===== config.mk =====
export PLATFORM = sky130hd
export DESIGN_NAME = snoop_capture_buffer
export DESIGN_NICKNAME = d
export VERILOG_FILES = /design/src/rtl/snoop_capture_buffer.sv
export SDC_FILE = /design/constraint.sdc
export NUM_CORES = 2
export LEC_CHECK = 0
export ABC_AREA = 1
export BUFFER_PORTS_ARGS = -buffer_cell sky130_fd_sc_hd__buf_2
export CORE_AREA = 2 2 483 485
export CTS_CLUSTER_DIAMETER = 40
export CTS_CLUSTER_SIZE = 10
export DETAILED_ROUTE_END_ITERATION = 12
export DIE_AREA = 0 0 485 487
export PLACE_DENSITY = 0.53
export REMOVE_ABC_BUFFERS = 1
export SKIP_LAST_GASP = 1
export SLEW_MARGIN = 10
export SYNTH_ARGS = -nofsm -noshare
export SYNTH_HDL_FRONTEND = slang
export SYNTH_SLANG_ARGS = --single-unit

===== constraint.sdc =====
create_clock -name clk -period 9.6 [get_ports clk]
set_clock_uncertainty 0.1 [all_clocks]
set_input_delay 1.92 -clock clk [delete_from_list [all_inputs] [get_ports clk]]
set_output_delay 1.92 -clock clk [all_outputs]
set_load 0.01 [all_outputs]

===== src/rtl/snoop_capture_buffer.sv =====
module snoop_capture_buffer #(
  parameter int DW    = 8,
  parameter int PTR_W = 8,
  parameter int AW    = 16
) (
  input  logic          clk,
  input  logic          rst_n,
  input  logic          strobe_i,
  input  logic [DW-1:0] snoop_data_i,
  output logic          avail_o,
  input  logic          pop_i,
  output logic          pop_valid_o,
  output logic [DW-1:0] pop_data_o,
  input  logic          init_i,
  input  logic [AW-1:0] init_base_i,
  output logic          busy_o,
  output logic          mst_req_o,
  input  logic          mst_gnt_i,
  output logic          mst_rd_o,
  output logic          mst_wr_o,
  output logic [AW-1:0] mst_addr_o,
  output logic [DW-1:0] mst_wdata_o,
  input  logic [DW-1:0] mst_rdata_i
);
  localparam int DEPTH = 1 << PTR_W;
  localparam logic [AW-1:0] PROD_OFS = AW'(2);
  localparam logic [AW-1:0] CONS_OFS = AW'(1);

  typedef enum logic [2:0] {S_IDLE, S_REQ, S_RD, S_WR, S_REL} state_t;

  logic [DW-1:0]    store [DEPTH];
  logic [2:0]       sync_q;
  logic [DW-1:0]    dat0_q, dat1_q;
  logic [PTR_W-1:0] wr_q, rd_q;
  logic [AW-1:0]    base_q, op_base_q;
  logic [DW-1:0]    xfer_q;
  logic             op_init_q;
  state_t           state_q;

  wire capture  = sync_q[1] & ~sync_q[2];
  wire idle     = (state_q == S_IDLE);
  wire pop_ok   = pop_i & avail_o & idle & ~init_i;
  wire init_ok  = init_i & idle;
  wire [PTR_W-1:0] rd_next = rd_q + 1'b1;

  assign avail_o     = (rd_q != wr_q);
  assign busy_o      = ~idle;
  assign mst_req_o   = (state_q == S_REQ) | (state_q == S_RD) | (state_q == S_WR);
  assign mst_rd_o    = (state_q == S_RD);
  assign mst_wr_o    = (state_q == S_WR);
  assign mst_addr_o  = mst_rd_o ? op_base_q - PROD_OFS : op_base_q - CONS_OFS;
  assign mst_wdata_o = xfer_q;

  always_ff @(posedge clk or negedge rst_n) begin
    if (!rst_n) begin
      sync_q <= '0;
      dat0_q <= '0;
      dat1_q <= '0;
    end else begin
      sync_q <= {sync_q[1:0], strobe_i};
      dat0_q <= snoop_data_i;
      dat1_q <= dat0_q;
    end
  end

  always_ff @(posedge clk) begin
    if (capture) store[wr_q] <= dat1_q;
  end

  always_ff @(posedge clk or negedge rst_n) begin
    if (!rst_n) begin
      wr_q <= '0;
    end else if (capture) begin
      wr_q <= wr_q + 1'b1;
    end
  end

  always_ff @(posedge clk or negedge rst_n) begin
    if (!rst_n) begin
      rd_q        <= '0;
      pop_valid_o <= 1'b0;
      pop_data_o  <= '0;
    end else begin
      pop_valid_o <= pop_ok;
      if (pop_ok) begin
        pop_data_o <= store[rd_q];
        rd_q       <= rd_next;
      end
    end
  end

  always_ff @(posedge clk or negedge rst_n) begin
    if (!rst_n) begin
      state_q   <= S_IDLE;
      base_q    <= '0;
      op_base_q <= '0;
      xfer_q    <= '0;
      op_init_q <= 1'b0;
    end else begin
      unique case (state_q)
        S_IDLE: begin
          if (init_ok) begin
            op_base_q <= init_base_i;
            op_init_q <= 1'b1;
            state_q   <= S_REQ;
          end else if (pop_ok && base_q != '0) begin
            op_base_q <= base_q;
            op_init_q <= 1'b0;
            xfer_q    <= DW'(rd_next);
            state_q   <= S_REQ;
          end
        end
        S_REQ: if (mst_gnt_i) state_q <= op_init_q ? S_RD : S_WR;
        S_RD: begin
          xfer_q  <= mst_rdata_i;
          state_q <= S_WR;
        end
        S_WR: state_q <= S_REL;
        S_REL: begin
          if (!mst_gnt_i) begin
            if (op_init_q) base_q <= op_base_q;
            state_q <= S_IDLE;
          end
        end
        default: state_q <= S_IDLE;
      endcase
    end
  end


  capture_step_chk: assert property (@(posedge clk) disable iff (!rst_n)
    capture |=> (wr_q == $past(wr_q) + 1'b1));


  pop_step_chk: assert property (@(posedge clk) disable iff (!rst_n)
    pop_ok |=> (pop_valid_o && rd_q == $past(rd_q) + 1'b1));


  empty_pop_chk: assert property (@(posedge clk) disable iff (!rst_n)
    (pop_i && !avail_o) |=> (!pop_valid_o && $stable(rd_q)));


  no_base_no_req_chk: assert property (@(posedge clk) disable iff (!rst_n)
    (pop_ok && base_q == '0 && !init_i) |=> !mst_req_o);


  busy_ignore_chk: assert property (@(posedge clk) disable iff (!rst_n)
    (busy_o && pop_i) |=> !pop_valid_o);


  access_owned_chk: assert property (@(posedge clk) disable iff (!rst_n)
    (mst_rd_o || mst_wr_o) |-> (mst_req_o && mst_gnt_i));


  one_access_chk: assert property (@(posedge clk) disable iff (!rst_n)
    $onehot0({mst_rd_o, mst_wr_o}));
endmodule


==> impl_metrics.yaml <==
power_and_ir_drop:
  peakVddDrop_uv: 322
  power.total_w: 0.0323
  p_leak_nw: 38.6
  power_density_mw_per_mm2: 311
  p_sw_w: 0.0116
  sw_frac_of_total: 0.360
  p_int_w: 0.0207
  pwr-share-comb: 0.290
  seqPwrFrac: 0.329
  clock_power_share: 0.381
floorplan:
  num_rows: 177
  die_height_um: 487
  fp.dieW_um: 485
  coreArea_mm2: 0.231
  die_area_mm2: 0.236
  pin_count: 76
  start_util: 0.387
clocking:
  cts.sinks: 2136
  cts_root_buffer: "clkbuf_16"
  cts_hold_buffers: 0
  path_clk_slew_ns: 0.05
  cts_made_buffers: 356
  post_cts_buffers: 0
  cts_tree: "done"
  htreeDepth: 5
  cts.path.max_buffers: 4
  insertion_delay_ns: 0.96
  cts_resized: 0
synth:
  syn_area_mm2: 0.0897
  synthTopCellsByArea: "edfxtp_1, nand2_1, nor2_1"
  syn_area_per_cell_um2: 10.9
  yosys.area.top_type_share: 0.686
  synth_edf_count: 2048
  ys_warn_count: 0
  yosysTopAreaCell: "edfxtp_1"
  synth_flop_cell: "edfxtp_1"
  synthArstFlopShare: 0.0412
  syn_inst: 8199
  yosysSeqAreaShare: 0.711
  yosysMostFrequentCell: "edfxtp_1"
  ys_top_cells_by_count: "edfxtp_1, nand2_1, nor2_1, o21ai_0, inv_1"
  ys_seq_elements: 2136
  synth.distinct_cells: 29
sta:
  fin_crit_sh: 0.594
  setup_ws_ns: 3.90
  relSlewSlack: 0.200
  maxSlewViolCount: 0
  rsz0062_at_grt: "no"
  worstMarginPinSlew_ns: 1.20
  setup-violations-final: 0
  max_freq_mhz: 175
  period_needed_ns: 5.70
  hold_violations: 0
detailed_routing:
  num_vias: 60100
  routedWlPerCell_um: 22.9
  drtAntennaViolNets: 0
  first_pass_iters: 8
  drt_iter0_drc: 6377
  drc: 0
  wirelength_um: 264000
  via_per_inst: 5.20
place:
  dp.final_hpwl_um: 146000
  port_buffers: 75
  place.gp.congestion: 0.838
  pre_cts_ws_ns: 4.74
worst_setup_path:
  crit_fanout: 14
  worstPathRequired_ns: 7.58
  critPathTopFamily: "simple AND/OR/NAND/NOR gates"
  crit_path_frequent_cell: "inv_1"
  endpoint_kind: "output port"
  crit_chain: "nor2_2, inv_1, nor2_2, inv_1, nand3_1, nand4_1, inv_1, nand4_1, nor3_1, xor2_1, buf_2"
  cp.arrival_ns: 3.68
  slowest_stage: "nor2_2"
  path_class: "reg2out"
  path_buf_inv: 4
  cpPeakStageDelay_ns: 0.62
  critPathLaunchType: "flop"
flow_run:
  drv_cap: 0
global_routing:
  grt_usage: 0.220
  grt_pass1_vias: 58300
  grt_overflow: 0
  grt_max_degree: 227
  antenna_found_initial: 7
  grt_pass1_wl_um: 390000
status:
  status: "finished, final reports clean"
cells_and_area:
  fillers: 21300
  syn_to_final_growth_pct: 15.9
  layout.nets: 8281
  fin_util: 0.449
  drive_above_1_share: 0.0852
min_path:
  hp-class: "reg2reg"
-- through the flow --
| stage | instance area (µm²) | std cells | hold WS (ns) | TNS (ns) |
|---|---|---|---|---|
| after floorplan | 87300 | 7719 | 0.231 | -646.95 |
| after global placement | 92400 | 10900 | 0.232 | 0 |
| after detailed placement | 92400 | 10900 | 0.235 | 0 |
| after CTS | 104000 | 11500 | 0.246 | 0 |
| after global routing | 104000 | 11500 | 0.249 | 0 |
| final | 104000 | 11500 | 0.246 | 0 |
-- worst paths after layout --
check,from,to,slack (ns),depth (start not counted)
worst max register to register,rd_q[0]$_DFFE_PN0P_,pop_data_o[0]$_DFFE_PN0P_,4.68,13
worst min register to register,dat0_q[5]$_DFF_PN0_,dat1_q[5]$_DFF_PN0_,0.25,0
max in group asynchronous,rst_n,rd_q[0]$_DFFE_PN0P_,7.35,2
worst min-delay path,dat0_q[5]$_DFF_PN0_,dat1_q[5]$_DFF_PN0_,0.25,0
min in group asynchronous,rst_n,op_init_q$_DFFE_PN0P_,0.88,1
worst max-delay path,state_q[2]$_DFFE_PN0P_,mst_addr_o[13],3.90,11
-- per-layer routing --
metal | global-route usage | up-vias | routed length, µm
met4 | 0.0702 | 2 | 7560
met2 | 0.349 | 2156 | 123000
met1 | 0.310 | 29600 | 115000
li1 | - | 27800 | -
met5 | 0 | - | 13
met3 | 0.0355 | 461 | 18700
-- cell families (layout without fill, tap and decap cells) --
| logic type | count (synthesis) | after routing | share of synthesized area |
|---|---|---|---|
| simple gates | 4014 | 4014 | 0.176 |
| flops | 2136 | 2136 | 0.711 |
| fa+ha+maj | 8 | 8 | 0.00112 |
| other cells | 0 | 2 | 0 |
| compound gates | 943 | 943 | 0.0572 |
| buf+inv | 1055 | 1355 | 0.0504 |
| mux | 8 | 8 | 0.000907 |
| xor+xnor | 35 | 35 | 0.00342 |
-- registers in the layout (all words and copies together), names as in the netlist, 3 cells and up --
register and cells:
base_q 16, rd_q 8, wr_q 8, state_q 3, store 2048, dat1_q 8, mst_wdata_o 8, pop_data_o 8
op_base_q 16, sync_q 3, dat0_q 8
-- power by group through the flow --
stage / Combinational [W] / Sequential (W) / Clock (W)
detailed placement: 0.00932 / 0.0108 / 0
CTS: 0.00935 / 0.0106 / 0.0125
finish: 0.00936 / 0.0106 / 0.0123
global route: 0.0103 / 0.0106 / 0.0129
floorplan: 0.00545 / 0.0113 / 0
global placement: 0.00934 / 0.0108 / 0
-- layout make-up --
type	count	area, µm²	area share
Clock buffer	401	9240	0.0889
Multi-Input combinational cell	5008	21500	0.207
Sequential cell	2136	63700	0.614
Inverter	575	2180	0.0210
Timing Repair Buffer	158	1190	0.0114
Tap cell	3043	3810	0.0367
Clock inverter	221	2240	0.0216
Antenna cell	2	5.00	0.0000482
-- worst register-to-register path, delay by kind of cell, from the launching register on --
kind / cells / cell delay (ns)
AND/OR/NAND/NOR: 8 / 1.47
buffers and inverters: 3 / 1.89
flip-flops: 1 / 0.56
AO/OA/AOI/OAI: 2 / 0.87
-- cells in the final DEF, fill, tap and decap left out, types with 50 or more instances in the layout --
cell	Yosys	routed
inv_1	568	564
o21ai_1	60	60
nand2_1	1981	1973
edfxtp_1	2048	2048
buf_4	87	69
clkbuf_16	0	363
nand3_1	548	548
buf_2	100	74
a21oi_1	99	99
nor2_1	1458	1455
dfrtp_1	88	77
o21ai_0	615	615
clkinv_2	0	50
clkinv_1	6	60
o211ai_1	152	152
No activity file was read; power rests on OpenSTA's default activity.
